`src/rtl/serial_host_pkg.sv`:
```
package serial_host_pkg;
  localparam int IDX_W = 4;
  localparam int NUM_REG = 1 << IDX_W;

  typedef struct packed {
    logic             ctrlWr;
    logic             dataRd;
    logic             dataWr;
    logic             pickData;
    logic [IDX_W-1:0] regIdx;
  } chanStrobeT;
endpackage

```
`src/rtl/serial_host_ctrl.sv`:
```
module serial_host_ctrl
  import serial_host_pkg::*;
#(
  parameter int NUM_CH = 2,
  localparam int CH_W = (NUM_CH > 1) ? $clog2(NUM_CH) : 1,
  localparam int ADDR_W = CH_W + 1
) (
  input  logic                   clk,
  input  logic                   rst,
  input  logic                   busValid,
  input  logic                   busWrite,
  input  logic [ADDR_W-1:0]      busAddr,
  input  logic [IDX_W-1:0]       ptrData,
  output chanStrobeT [NUM_CH-1:0] strb
);
  logic [CH_W-1:0] selCh;
  assign selCh = busAddr[ADDR_W-1:1];

  for (genvar c = 0; c < NUM_CH; c++) begin : g_ch
    logic [IDX_W-1:0] ptr;
    logic hit, ctrlHit, dataHit;

    assign hit     = busValid && (selCh == CH_W'(c));
    assign ctrlHit = hit && !busAddr[0];
    assign dataHit = hit && busAddr[0];

    always_ff @(posedge clk) begin
      if (rst) begin
        ptr <= '0;
      end else if (ctrlHit) begin
        if (ptr == '0) begin
          if (busWrite) ptr <= ptrData;
        end else begin
          ptr <= '0;
        end
      end
    end

    always_comb begin
      strb[c].ctrlWr   = ctrlHit && busWrite;
      strb[c].dataRd   = dataHit && !busWrite;
      strb[c].dataWr   = dataHit && busWrite;
      strb[c].pickData = busAddr[0];
      strb[c].regIdx   = ptr;
    end
  end
endmodule

```
`src/rtl/serial_host_chan.sv`:
```
module serial_host_chan
  import serial_host_pkg::*;
#(
  parameter int DATA_W = 8
) (
  input  logic              clk,
  input  logic              rst,
  input  chanStrobeT        strb,
  input  logic [DATA_W-1:0] wrData,
  input  logic              rxStrobe,
  input  logic [DATA_W-1:0] rxByte,
  input  logic              txTake,
  output logic [DATA_W-1:0] rdByte,
  output logic [DATA_W-1:0] txByte,
  output logic              rxAvail,
  output logic              txReady
);
  localparam int RX_BIT = 0;
  localparam int TX_BIT = 2;

  logic [DATA_W-1:0] cfgReg [NUM_REG];
  logic [DATA_W-1:0] rxHold;
  logic [DATA_W-1:0] statusByte;

  for (genvar r = 0; r < NUM_REG; r++) begin : g_cfg
    if (r == 0) begin : g_none
      assign cfgReg[r] = '0;
    end else begin : g_reg
      always_ff @(posedge clk) begin
        if (rst) cfgReg[r] <= '0;
        else if (strb.ctrlWr && strb.regIdx == IDX_W'(r)) cfgReg[r] <= wrData;
      end
    end
  end

  always_ff @(posedge clk) begin
    if (rst) begin
      rxHold  <= '0;
      rxAvail <= 1'b0;
    end else if (rxStrobe) begin
      rxHold  <= rxByte;
      rxAvail <= 1'b1;
    end else if (strb.dataRd) begin
      rxAvail <= 1'b0;
    end
  end

  always_ff @(posedge clk) begin
    if (rst) begin
      txByte  <= '0;
      txReady <= 1'b1;
    end else if (txReady) begin
      if (strb.dataWr) begin
        txByte  <= wrData;
        txReady <= 1'b0;
      end
    end else if (txTake) begin
      txReady <= 1'b1;
    end
  end

  always_comb begin
    statusByte         = '0;
    statusByte[RX_BIT] = rxAvail;
    statusByte[TX_BIT] = txReady;
    if (strb.pickData)          rdByte = rxHold;
    else if (strb.regIdx == '0) rdByte = statusByte;
    else                        rdByte = cfgReg[strb.regIdx];
  end
endmodule

```
`src/rtl/serial_host_regs.sv`:
```
module serial_host_regs
  import serial_host_pkg::*;
#(
  parameter int DATA_W = 8
) (
  input  logic              clk,
  input  logic              rst,
  input  logic              busValid,
  input  logic              busWrite,
  input  logic [1:0]        busAddr,
  input  logic [DATA_W-1:0] busWrData,
  output logic [DATA_W-1:0] busRdData,
  input  logic              rxStrobeA,
  input  logic [DATA_W-1:0] rxByteA,
  input  logic              rxStrobeB,
  input  logic [DATA_W-1:0] rxByteB,
  input  logic              txTakeA,
  input  logic              txTakeB,
  output logic [DATA_W-1:0] txByteA,
  output logic [DATA_W-1:0] txByteB,
  output logic              irq
);
  localparam int NUM_CH = 2;

  chanStrobeT [NUM_CH-1:0] strb;
  logic [NUM_CH-1:0]       rxStrobeV, txTakeV, rxAvail, txReady;
  logic [DATA_W-1:0]       rxByteV [NUM_CH];
  logic [DATA_W-1:0]       txByteV [NUM_CH];
  logic [DATA_W-1:0]       chRd    [NUM_CH];

  assign rxStrobeV  = {rxStrobeA, rxStrobeB};
  assign txTakeV    = {txTakeA, txTakeB};
  assign rxByteV[0] = rxByteB;
  assign rxByteV[1] = rxByteA;

  serial_host_ctrl #(.NUM_CH(NUM_CH)) u_ctrl (
    .clk(clk), .rst(rst), .busValid(busValid), .busWrite(busWrite),
    .busAddr(busAddr), .ptrData(busWrData[IDX_W-1:0]), .strb(strb)
  );

  for (genvar c = 0; c < NUM_CH; c++) begin : g_chan
    serial_host_chan #(.DATA_W(DATA_W)) u_chan (
      .clk(clk), .rst(rst), .strb(strb[c]), .wrData(busWrData),
      .rxStrobe(rxStrobeV[c]), .rxByte(rxByteV[c]), .txTake(txTakeV[c]),
      .rdByte(chRd[c]), .txByte(txByteV[c]),
      .rxAvail(rxAvail[c]), .txReady(txReady[c])
    );
  end

  assign busRdData = (busValid && !busWrite) ? chRd[busAddr[1]] : '0;
  assign txByteA   = txByteV[1];
  assign txByteB   = txByteV[0];
  assign irq       = |rxAvail;
endmodule

```
`config.mk`:
```
export PLATFORM = sky130hd
export DESIGN_NAME = serial_host_regs
export DESIGN_NICKNAME = d
export VERILOG_FILES = /design/src/rtl/serial_host_pkg.sv /design/src/rtl/serial_host_ctrl.sv /design/src/rtl/serial_host_chan.sv /design/src/rtl/serial_host_regs.sv
export SDC_FILE = /design/constraint.sdc
export NUM_CORES = 1
export LEC_CHECK = 0
export ABC_AREA = 1
export BUFFER_PORTS_ARGS = -buffer_cell sky130_fd_sc_hd__buf_2
export CORE_MARGIN = 4
export CORE_UTILIZATION = 55
export CTS_CLUSTER_DIAMETER = 50
export DETAILED_ROUTE_END_ITERATION = 7
export PLACE_DENSITY = 0.73
export SYNTH_ARGS = -nofsm -noshare
export SYNTH_HDL_FRONTEND = slang
export SYNTH_SLANG_ARGS = --single-unit
```
`constraint.sdc`:
```
create_clock -name clk -period 2.81 [get_ports clk]
set_input_delay 0.562 -clock clk [delete_from_list [all_inputs] [get_ports clk]]
set_output_delay 0.562 -clock clk [all_outputs]
set_load 0.05 [all_outputs]
```
# Yosys cells after proc, flatten, opt, wreduce, memory -nomap -nowiden
# Index checks and enable logic that the tools add are counted.
# word_totals
mem_count	0
latchBits	0
word_cells	160
output_inout_bits	25
ram_bits	0
mem_bits_ro	0
ff_bits	284
# op_classes
n_bitwise	4
n_lt_le_gt_ge	3
n_eq_ne	32
n_mux	27
reduce_logical	54
n_mul	0
n_div	0
shift	0
addsub	0
# op_table
cell	n
$mux W8	12
$bmux W8 S4	2
$eq A4 B4 Y1 const B	16
$logic_and A1 B1 Y1	43
$eq A4 B3 Y1 const B	8
$eq A4 B2 Y1 const B	4
$mux W4	3
$ge A5 B5 Y1 const B	2
$mux W1	10
$not A4 Y5	2
$eq A4 B1 Y1 const B	2
$logic_not A4 Y1	2
$reduce_and A2 Y1	4
$ne A2 B2 Y1 const B	2
$reduce_bool A2 Y1	2
$ge A2 B2 Y1 const B	1
$logic_not A1 Y1	2
$not A1 Y2	1
$reduce_or A2 Y1	1
$not A1 Y1	1

# Logic depth before layout (Yosys ltp)
# Gate-level depths: netlist of the first run.
# logic_depth
word_depth	10
depth_mapped	13
depth_no_buf	11

# Hierarchy
# From an unflattened synthesis of the first run, not the netlist that was laid out.
# unflattened
cells_unflattened	2032
area_unflattened_um2	13052.5
# by_module_without_submodules
module	area_each_um2	cells_each	instances
serial_host_chan	6253.5	971	2
serial_host_ctrl	416.6	61	1
serial_host_regs	128.9	29	1

# Worst setup path before layout of the first run
# OpenSTA, ideal clock, no wires.
# synth_timing
path_type	in2out
from	in busAddr[0]
to	out busRdData[2]
t_required_ns	2.248
slack_ns	0.262
arrival_time_ns	1.986
path_stages	7
cell_sequence	buf_6 > inv_2 > clkbuf_1 > nor2_1 > nor2_1 > nand2_1 > a21oi_1
# synth_between
elab_chain_len	5
word_cells_on_any_way	6
# synth_lines
element	line	text
start: declaration	serial_host_regs.sv:10	input logic [1:0] busAddr,
$mux W8	serial_host_chan.sv:66	if (strb.pickData) rdByte = rxHold;
$mux W8 (not written as such) * (3 in series)	serial_host_regs.sv:50	assign busRdData = (busValid && !busWrite) ? chRd[busAddr[1]] : '0;
$mux W8 *	serial_host_regs.sv:50	
end: declaration	serial_host_regs.sv:12	output logic [DATA_W-1:0] busRdData,
# Mark *: on every way between the ends. The rest lies on a longest branch, timed or not. The select of a mux whose other input is x is not followed.

# Worst setup path in the final report of the first run
# layout_timing
from	reg u_ctrl.g_ch[0].ptr[0]
to	out busRdData[5]
# layout_between
elab_chain_len	10
word_cells_on_any_way	11
# layout_lines
element	line	text
start: declaration	serial_host_ctrl.sv:20	logic [IDX_W-1:0] ptr;
start signal: assignment	serial_host_ctrl.sv:32	if (busWrite) ptr <= ptrData;
$not A4 Y5 (not written as such)	serial_host_chan.sv:68	else rdByte = cfgReg[strb.regIdx];
$bmux W8 S4	serial_host_chan.sv:68	
$mux W8 (not written as such) (2 in series)	serial_host_chan.sv:68	
$mux W8 *	serial_host_chan.sv:67	else if (strb.regIdx == '0) rdByte = statusByte;
$mux W8 *	serial_host_chan.sv:66	
$mux W8 (not written as such) * (3 in series)	serial_host_regs.sv:50	
$mux W8 *	serial_host_regs.sv:50	
# Marks and branches as above.

==> results of run 1 <==
-- worst max-delay path, cell delays in order, from the launching register on --
cell and delay (ns):
dfxtp_4 0.37, buf_6 0.14, nor2_4 0.14, buf_8 0.15, buf_6 0.12, nand2_1 0.06
nand2_1 0.08, o21ai_2 0.08, nand2_2 0.11, o21ai_2 0.07, nand2_1 0.06, nand2_1 0.07
nor2_2 0.16, buf_6 0.18
-- layer usage --
| layer | GRT usage | vias to the layer above | part of all wire |
|---|---|---|---|
| li1 | - | 6117 | - |
| met1 | 0.413 | 5569 | 0.46 |
| met2 | 0.409 | 550 | 0.42 |
| met3 | 0.0647 | 81 | 0.10 |
| met4 | 0.0725 | 4 | 0.022 |
| met5 | 0 | - | 0.00037 |
-- power groups by stage --
| stage | registers [mW] | clock network [mW] | logic, mW |
|---|---|---|---|
| finish | 4.08 | 4.29 | 0.530 |
| global placement | 4.17 | 0 | 0.486 |
| CTS | 4.07 | 4.32 | 0.514 |
| detailed placement | 4.17 | 0 | 0.489 |
| global route | 4.08 | 4.50 | 0.574 |
| floorplan | 4.19 | 0 | 0.308 |
-- cells in the mapped netlist --
master and count:
nor2_1 421, nand2_1 405, o21ai_0 297, dfxtp_1 284
a21oi_1 123, inv_1 121, clkbuf_1 61, buf_2 26
nand3_1 25, o21ai_1 21, nand4_1 17, inv_2 16
buf_6 11, nand2_2 11, buf_4 7, nand2_4 6
clkinv_2 5, nand3_4 5, nor2_4 5, nor2_8 5
nor3_4 4, o22ai_1 4, clkinv_1 2, nand3_2 2
nor2_2 2, nor3_1 2, buf_12 1, inv_6 1
o21ai_2 1, or2_2 1
-- metrics by stage --
step           total power, mW  hold slack, ns  cell area (sq um)  setup slack, ns  utilization
2_1_floorplan             4.50           0.424              12900            0.262            -
3_3_place_gp              4.65           0.431              13300           0.0896        0.582
3_5_place_dp              4.66           0.434              13300           0.0444        0.582
4_1_cts                   8.91           0.205              14700          -0.0675        0.645
5_1_grt                   9.15           0.214              14900           -0.179        0.652
6_report                  8.90           0.218              14900           -0.108        0.652
-- final timing paths --
check	start	to	slack, ns	cells past startpoint
setup reg to reg	u_ctrl.g_ch[0].ptr[0]$_SDFFE_PP0P_	g_chan[0].u_chan.cfgReg[89]$_SDFFE_PP0P_	0.84	8
hold / removal	txTakeA	g_chan[1].u_chan.txReady$_SDFF_PP1_	0.22	3
setup / recovery	u_ctrl.g_ch[0].ptr[0]$_SDFFE_PP0P_	busRdData[5]	-0.11	13
hold reg to reg	g_chan[0].u_chan.cfgReg[112]$_SDFFE_PP0P_	g_chan[0].u_chan.cfgReg[112]$_SDFFE_PP0P_	0.44	2
-- registers in the layout (all words and copies together) (netlist names) --
| signal | count |
|---|---|
| g_chan.u_chan.cfgReg | 240 |
| g_chan.u_chan.rxHold | 16 |
| g_chan.u_chan.txByte | 16 |
| u_ctrl.g_ch.ptr | 8 |
| g_chan.u_chan.rxAvail | 2 |
| g_chan.u_chan.txReady | 2 |
-- area by class of cell --
class,instances,area share
inverter,145,0.0392
timing repair inverter,1,0.000504
timing repair buffer,111,0.0619
multi-input combinational,1357,0.417
sequential,284,0.383
tap,313,0.0263
clock inverter,12,0.0120
clock buffer,44,0.0608
-- timing repair --
action,4_1_cts,5_1_grt
setup buffers,11,8
cloned,2,0
pin swaps,8,14
endpoints found under the setup margin,8,8
resized for setup,85,26
-- cells by family after synthesis --
logic type,after synthesis,share of synthesized area
flip-flops,284,0.442
buffers and inverters,251,0.0864
AO/OA/AOI/OAI,446,0.174
AND/OR/NAND/NOR,911,0.297
==> results.yml, run 1 <==
run_status:
  status: "finished, violations left"
  violations: "setup timing"
power_and_ir_drop:
  sequentialPowerShare: 0.458
  switchingPower_mw: 2.09
  p_int_mw: 6.80
  p_leak_nw: 6.02
  switching_share: 0.235
  p_comb_frac: 0.060
  p_per_area_mw_per_mm2: 598
  pwr-share-clk: 0.482
  vdd_drop_max_mv: 0.573
logic_synthesis:
  synth_largest_area_cell: "dfxtp_1"
  ys_ff_latch: 284
  avgSynthCellArea_sq_um: 6.80
  syn-cell-area_sq_mm: 0.0129
  yosys_warnings: 0
  synth_cells: 1892
  ys_types: 30
  synth_area_leaders: "dfxtp_1, nor2_1, nand2_1, o21ai_0, a21oi_1"
  netlist.area_leader.share: 0.442
  ys_seq_area_frac: 0.442
  syn_nets: 1926
floorplan:
  fp-row-count: 55
  die_area_sq_mm: 0.0259
  design.core.area_sq_mm: 0.0228
  die_h_um: 161
  io_pins: 59
  die_w_um: 161
  start_util: 0.563
layout:
  multi_input_area_sq_mm: 0.00620
  fill_cells: 2075
  finalNonFillerCells: 2267
  fin_nets: 1965
  seqCellArea_sq_mm: 0.00570
  area_growth_pct: 15.8
  antenna_cells: 0
  most-common-layout-cells: "nor2_1, nand2_1, dfxtp_1, o21ai_0, a21oi_1"
  drive_above_1_share: 0.136
  final_common_cell: "nor2_1"
worst_setup_path:
  path_class: "reg -> out"
  crit_path_max_fanout: 7
  endpoint_kind: "output port"
  worstPathArrival_ns: 2.36
  crit_path_start_kind: "flop"
  crit_required_ns: 2.25
place:
  port_buffers: 58
  dp_hpwl_um: 24000
  gp_congestion: 0.990
  dp_cells: 2190
sta:
  setup_slack_ns: -0.108
  finalClockSkew_ns: 0.0140
  slew-limit-headroom: 0.386
  final.period_utilization: 1.04
  slew_viol_final: 0
  final_hold_viol_count: 0
  fmax_mhz: 343
  finalCriticalPeriod_ns: 2.92
  fin_tns_setup_ns: -0.562
  tightest_slew_ns: 0.921
  rsz0062_at_grt: "true"
  setup_violations: 8
routing:
  postRouteAntennaNets: 0
  dr_total_vias: 12300
  wl_um: 37800
  first_iter_violations: 1149
  drt-vias-per-instance: 5.43
  wl_per_cell_um: 16.7
  drc: 0
  first_pass_iters: 5
clocking:
  clk_pin_slew_worst_paths_ns: 0.06
  numCtsBuffers: 31
  cts-root-buf: "clkbuf_16"
  cts.sinks: 284
  clockBufferDepth: 3
  clock_latency_ns: 0.56
  cts_tree: "done"
  cts_hold_buf: 0
  htree_levels: 1
global_routing:
  antenna_found_initial: 2
  grt_pass1_vias: 11100
  grt_max_degree: 87
  grt_first_pass_wirelength_um: 59100
  grt-ovfl-total: 0
  grt_util_all_layers: 0.279
job:
  drv_cap: 0
hold_path:
  hp-class: "in -> reg"
Power figures use the tool's default switching activity.
==> inputs of run 2 (changes only) <==
- ABC_CLOCK_PERIOD_IN_PS: unset -> 2810
- PLACE_DENSITY: 0.73 -> 0.72
- SYNTH_HIERARCHICAL: unset -> 1
==> run 2 against run 1 <==
  * Largest power group unchanged
  * Design area rose by 4.2%
  * Synthesized cell count is 7.4% higher
  * Global-route usage grew 2.0 points
  * The run still ends with setup timing left
==> results.yml, run 2 <==
sta:
  setup_violations: 8
  fmax_mhz: 347
  finalClockSkew_ns: 0.0185
  slew-limit-headroom: 0.318
  slew_viol_final: 0
  final_hold_viol_count: 0
  final.period_utilization: 1.03
  finalCriticalPeriod_ns: 2.88
  setup_slack_ns: -0.0711
  tightest_slew_ns: 1.02
  rsz0062_at_grt: "true"
logic_synthesis:
  synth_area_leaders: "dfxtp_1, nand2_1, nor2_1, o21ai_0, nand3_1"
  synth_top_family_by_area: "simple AND/OR/NAND/NOR gates"
  synth_ff_type: "dfxtp_1"
  ys_seq_area_frac: 0.436
  synth_commonest_cells: "nand2_1, nor2_1, o21ai_0, dfxtp_1, nand3_1"
  muxShareOfSynthArea: 0
  syn_nets: 2066
  avgSynthCellArea_sq_um: 6.42
  yosys_warnings: 6
  synth-xor-area-share: 0
  synth-compound-area-share: 0.132
  post-synth-top-count-cell: "nand2_1"
  netlist.area_leader.share: 0.436
  synthSimpleGateAreaFrac: 0.376
  synthArstFlopShare: 0
  synth_cells: 2032
  syn-cell-area_sq_mm: 0.0131
  synth_largest_area_cell: "dfxtp_1"
  ys_types: 24
  synth_adder_area_share: 0
  synth_edf_count: 0
  ys_ff_latch: 284
place:
  gp_congestion: 0.954
  dp_hpwl_um: 25200
  port_buffers: 58
  dpl_cell_area_sq_mm: 0.0137
worst_setup_path:
  path_depth: 15
  crit_path_start_kind: "flop"
  r2r_start: "u_ctrl/g_ch[1].ptr[0]$_SDFFE_PP0P_"
  crit_start: "u_ctrl/g_ch[1].ptr[0]$_SDFFE_PP0P_"
  crit_required_ns: 2.25
  endpoint_kind: "output port"
  slowest_stage: "dfxtp_4"
  slowest_delay_ns: 0.37
  worst_path_dominant_cell_family: "simple AND/OR/NAND/NOR gates"
  critPathBufInv: 4
  r2r-end: "g_chan[1].u_chan/cfgReg[118]$_SDFFE_PP0P_"
  crit_path_max_fanout: 16
  rrSetupSlack_ns: 0.92
  worstPathCellList: "buf_6 -> buf_12 -> nand2_1 -> nand2_1 -> nand2_1 -> nand2_1 -> nand2_1 -> nand2_1 -> inv_1 -> nand2_1 -> nand2_2 -> nand2_2 -> nand2_2 -> a21oi_2 -> buf_6"
  r2r_cells: 10
  worstPathArrival_ns: 2.32
  path_class: "reg -> out"
  cpMostUsedCell: "nand2_1"
routing:
  dr_total_vias: 13200
  drt-vias-per-instance: 5.41
  wl_per_cell_um: 16.8
  wl_um: 40900
  first_iter_violations: 1170
  postRouteAntennaNets: 0
  drc: 0
  first_pass_iters: 6
clocking:
  cts.sinks: 284
  htree_levels: 2
  cts_hold_buf: 0
  cts-root-buf: "clkbuf_16"
  cts_tree: "done"
  clk_pin_slew_worst_paths_ns: 0.06
  clockBufferDepth: 3
  numCtsBuffers: 34
  clock_latency_ns: 0.52
layout:
  seqCellArea_sq_mm: 0.00570
  most-common-layout-cells: "nand2_1, nor2_1, o21ai_0, dfxtp_1, nand3_1"
  antenna_cells: 0
  drive_above_1_share: 0.148
  multi_input_area_sq_mm: 0.00679
  largest_reg_flops: 240
  regMostFlops: "g_chan.u_chan/cfgReg"
  area_growth_pct: 18.9
  fill_cells: 2122
  final_common_cell: "nand2_1"
  reg_top3: "g_chan.u_chan/cfgReg x240, g_chan.u_chan/rxHold x16, g_chan.u_chan/txByte x16"
  design_area_sq_mm: 0.0155
  fin_nets: 2129
floorplan:
  fp-row-count: 56
  die_area_sq_mm: 0.0263
  design.core.area_sq_mm: 0.0234
  die_w_um: 162
  io_pins: 59
  start_util: 0.558
  die_h_um: 162
run_status:
  violations: "setup timing"
  status: "finished, violations left"
power_and_ir_drop:
  total_power_mw: 9.04
  p_per_area_mw_per_mm2: 582
  vdd_drop_max_mv: 0.526
  p_leak_nw: 7.07
global_routing:
  grt_util_all_layers: 0.299
  grt_first_pass_wirelength_um: 63900
  grt_pass1_vias: 12400
  grt_max_degree: 130
  grt-ovfl-total: 0
  antenna_found_initial: 0
hold_path:
  hold_path_end: "g_chan[0].u_chan/txReady$_SDFF_PP1_"
  hp-start: "txTakeB"
  hp-class: "in -> reg"
  hold_depth: 3
job:
  drv_cap: 0
==> run 2: cell count changes in the layout (fill, tap and decap cells not counted), moves of 13 or more <==
| cell | delta |
|---|---|
| nand3_1 | +31 |
| a21oi_1 | -94 |
| nor2_4 | +13 |
| inv_2 | +26 |
| inv_1 | -82 |
| nand4_1 | -17 |
| nand2_1 | +166 |
| nor2_1 | +131 |
| o21ai_1 | -24 |
| nand2_2 | +24 |
==> run 2: worst max path at each step <==
| stage | endpoint | slack, ns |
|---|---|---|
| 2_1_floorplan | busRdData[0] | 0.15 |
| 3_3_place_gp | busRdData[1] | 0.29 |
| 3_5_place_dp | busRdData[4] | 0.30 |
| 4_1_cts | busRdData[5] | -0.02 |
| 5_1_grt | busRdData[2] | -0.17 |
| 6_report | busRdData[2] | -0.07 |
==> run 2: report_power, final <==
part	leakage [nW]	internal [mW]	total [mW]	switching, mW
Combinational	4.22	0.146	0.526	0.380
Clock	0.558	2.67	4.43	1.77
Sequential	2.30	4.05	4.08	0.0210
Total	7.07	6.87	9.04	2.17
==> run 2: repair_timing <==
action	4_1_cts	5_1_grt
gates cloned	3	7
pin swaps	6	31
resized for setup	53	70
setup buffers	4	9
endpoints found under the setup margin	8	8
==> run 2: cell families (layout without fill, tap and decap cells) <==
| logic type | after synthesis | after routing |
|---|---|---|
| buf+inv | 175 | 262 |
| flops | 284 | 284 |
| compound gates | 342 | 342 |
| simple gates | 1231 | 1231 |
==> run 2: per-layer routing <==
metal / wire length [um] / GRT usage / vias up
li1: - / - / 6536
met1: 16500 / 0.372 / 6035
met2: 19900 / 0.513 / 489
met3: 2660 / 0.0409 / 139
met4: 1850 / 0.142 / 0
met5: 0 / 0 / -
==> run 2: per-stage QoR <==
stage / util / setup WS (ns) / TNS, ns / cells / hold slack (ns)
after floorplan: - / 0.151 / 0 / 2032 / 0.424
after global placement: 0.584 / 0.292 / 0 / 2355 / 0.432
after detailed placement: 0.584 / 0.299 / 0 / 2355 / 0.439
after CTS: 0.644 / -0.0183 / -0.0677 / 2422 / 0.250
after global routing: 0.663 / -0.173 / -1.01 / 2438 / 0.256
final: 0.663 / -0.0711 / -0.298 / 2438 / 0.264
==> run 2: area by class of cell <==
cell class	instances	area share
clock buffers	45	0.0607
repair buffers	120	0.0746
well taps	319	0.0257
clock inverters	15	0.0121
multi-input cells	1573	0.437
repair inverters	1	0.000564
flip-flops and latches	284	0.367
inverters	81	0.0217
==> run 2: worst register-to-register path: cells and delay by family (launching register included) <==
| family | cells | cell delay (ns) |
|---|---|---|
| buffers and inverters | 5 | 0.63 |
| DFF | 1 | 0.37 |
| and+or+nand+nor | 5 | 0.79 |
==> inputs of run 3 (changes only) <==
- RECOVER_POWER: unset -> 50
==> run 3 against run 2 <==
  * The flow finishes with violations (capacitance limit, slew limit, setup timing)
  * Clock power about the same
  * Worst hold slack worse by 0.0013 ns
  * Design area is 0.12% lower
  * Die area stayed put
  * Global-route usage unchanged
  * Maximum frequency grew 0.10%
  * Utilization decreased by 0.080 points
  * Sequential share of layout area about the same
  * Register-to-register slack gained 0.02 ns
  * Combinational power is essentially flat
==> results.yml, run 3 (synthesis gave the netlist of run 2 again) <==
sta:
  final_hold_viol_count: 0
  final.period_utilization: 1.02
  rsz0062_at_grt: "true"
  slew-limit-headroom: -0.0942
  fmax_mhz: 347
  finalClockSkew_ns: 0.0200
  tightest_slew_ns: 1.64
  finalCriticalPeriod_ns: 2.88
  setup_violations: 8
  setup_slack_ns: -0.0681
  whs_ns: 0.263
  slew_viol_final: 47
layout:
  drive_above_1_share: 0.146
  antenna_cells: 0
  fill_cells: 2127
  area_growth_pct: 18.8
  design_area_sq_mm: 0.0155
  reg_top3: "g_chan.u_chan/cfgReg x240, g_chan.u_chan/rxHold x16, g_chan.u_chan/txByte x16"
  fin_nets: 2129
  final_common_cell: "nand2_1"
  regMostFlops: "g_chan.u_chan/cfgReg"
  most-common-layout-cells: "nand2_1, nor2_1, o21ai_0, dfxtp_1, nand3_1"
  largest_reg_flops: 240
  final_core_util: 0.662
run_status:
  violations: "capacitance limit, slew limit, setup timing"
  status: "finished, violations left"
power_and_ir_drop:
  vdd_drop_max_mv: 0.531
  switching_share: 0.240
  pwr-share-clk: 0.491
  p_int_mw: 6.87
  p_comb_frac: 0.058
  p_per_area_mw_per_mm2: 583
  switchingPower_mw: 2.17
  p_leak_nw: 7.06
  sequentialPowerShare: 0.451
place:
  dp_hpwl_um: 25200
  port_buffers: 58
  gp_congestion: 0.954
  dpl_cell_area_sq_mm: 0.0137
routing:
  dr_total_vias: 13200
  first_iter_violations: 1232
  wl_per_cell_um: 16.8
  postRouteAntennaNets: 0
  drt-vias-per-instance: 5.43
  first_pass_iters: 6
  drc: 0
  wl_um: 40900
hold_path:
  hold_path_end: "g_chan[0].u_chan/txReady$_SDFF_PP1_"
  hp-class: "in -> reg"
  hold_depth: 3
  hp-start: "txTakeB"
global_routing:
  antenna_found_initial: 0
  grt_max_degree: 130
  grt-ovfl-total: 0
  grt_first_pass_wirelength_um: 63900
  grt_pass1_vias: 12400
  grt_util_all_layers: 0.299
floorplan:
  die_w_um: 162
  die_h_um: 162
  die_area_sq_mm: 0.0263
  io_pins: 59
  start_util: 0.558
  fp-row-count: 56
  design.core.area_sq_mm: 0.0234
clocking:
  cts.sinks: 284
  clock_latency_ns: 0.53
  numCtsBuffers: 34
  clockBufferDepth: 3
  clk_pin_slew_worst_paths_ns: 0.06
  htree_levels: 2
  cts-root-buf: "clkbuf_16"
  cts_tree: "done"
  cts_hold_buf: 0
worst_setup_path:
  rrSetupSlack_ns: 0.94
  worstPathArrival_ns: 2.32
  r2r_cells: 9
  r2r-end: "g_chan[0].u_chan/cfgReg[112]$_SDFFE_PP0P_"
  endpoint_kind: "output port"
  r2r_start: "u_ctrl/g_ch[0].ptr[0]$_SDFFE_PP0P_"
  crit_path_start_kind: "flop"
  crit_required_ns: 2.25
  crit_path_max_fanout: 16
  path_class: "reg -> out"
job:
  drv_cap: 1
## run 3: timing repair
action                                 CTS  global route
gates cloned                             3             7
setup endpoints to repair                8             8
resized for setup                       53            70
setup buffers                            4             9
pin swaps                                6            31
endpoints found under the hold margin    0             0
## run 3: worst max-delay path by stage
stage,start,to,slack (ns)
floorplan,busAddr[0],busRdData[0],0.15
global placement,u_ctrl/g_ch[1].ptr[0]$_SDFFE_PP0P_,busRdData[1],0.29
detailed placement,u_ctrl/g_ch[1].ptr[0]$_SDFFE_PP0P_,busRdData[4],0.30
CTS,u_ctrl/g_ch[1].ptr[0]$_SDFFE_PP0P_,busRdData[5],-0.02
global route,u_ctrl/g_ch[1].ptr[0]$_SDFFE_PP0P_,busRdData[2],-0.17
finish,u_ctrl/g_ch[1].ptr[0]$_SDFFE_PP0P_,busRdData[2],-0.07
## run 3: through the flow
stage / setup WS (ns) / TNS [ns] / power (mW) / cells
finish: -0.0681 / -0.269 / 9.04 / 2438
detailed placement: 0.299 / 0 / 4.63 / 2355
global placement: 0.292 / 0 / 4.63 / 2355
floorplan: 0.151 / 0 / 4.45 / 2032
global route: -0.173 / -1.01 / 9.30 / 2438
CTS: -0.0183 / -0.0677 / 9.05 / 2422
## run 3: power by group through the flow
stage	logic (mW)	clock network, mW	registers (mW)
floorplan	0.262	0	4.19
global placement	0.464	0	4.17
detailed placement	0.465	0	4.17
CTS	0.487	4.49	4.08
global route	0.560	4.66	4.08
finish	0.524	4.44	4.08
## run 3: layout make-up
| class | count | area [sq um] | share of cell area |
|---|---|---|---|
| multi-input cells | 1573 | 6790 | 0.438 |
| flip-flops and latches | 284 | 5700 | 0.368 |
| repair buffers | 120 | 1140 | 0.0735 |
| clock buffers | 45 | 942 | 0.0608 |
| well taps | 319 | 399 | 0.0258 |
| inverters | 81 | 337 | 0.0217 |
| clock inverters | 15 | 188 | 0.0121 |
| repair inverters | 1 | 8.76 | 0.000565 |
## run 3: metal layers
layer | up-vias | global-route usage | wire length [um]
met1 | 6051 | 0.372 | 16400
met3 | 141 | 0.0409 | 2730
met4 | 0 | 0.142 | 1880
li1 | 6528 | - | -
met5 | - | 0 | 0
met2 | 507 | 0.513 | 19900
## run 3: critical path: stages (launching register included)
cell,delay (ns)
dfxtp_4,0.37
buf_6,0.15
buf_12,0.15
nand2_1,0.10
nand2_1,0.08
nand2_1,0.05
nand2_1,0.06
nand2_1,0.06
nand2_1,0.07
inv_1,0.05
nand2_1,0.11
nand2_2,0.08
nand2_2,0.06
nand2_2,0.05
a21oi_2,0.16
buf_6,0.18
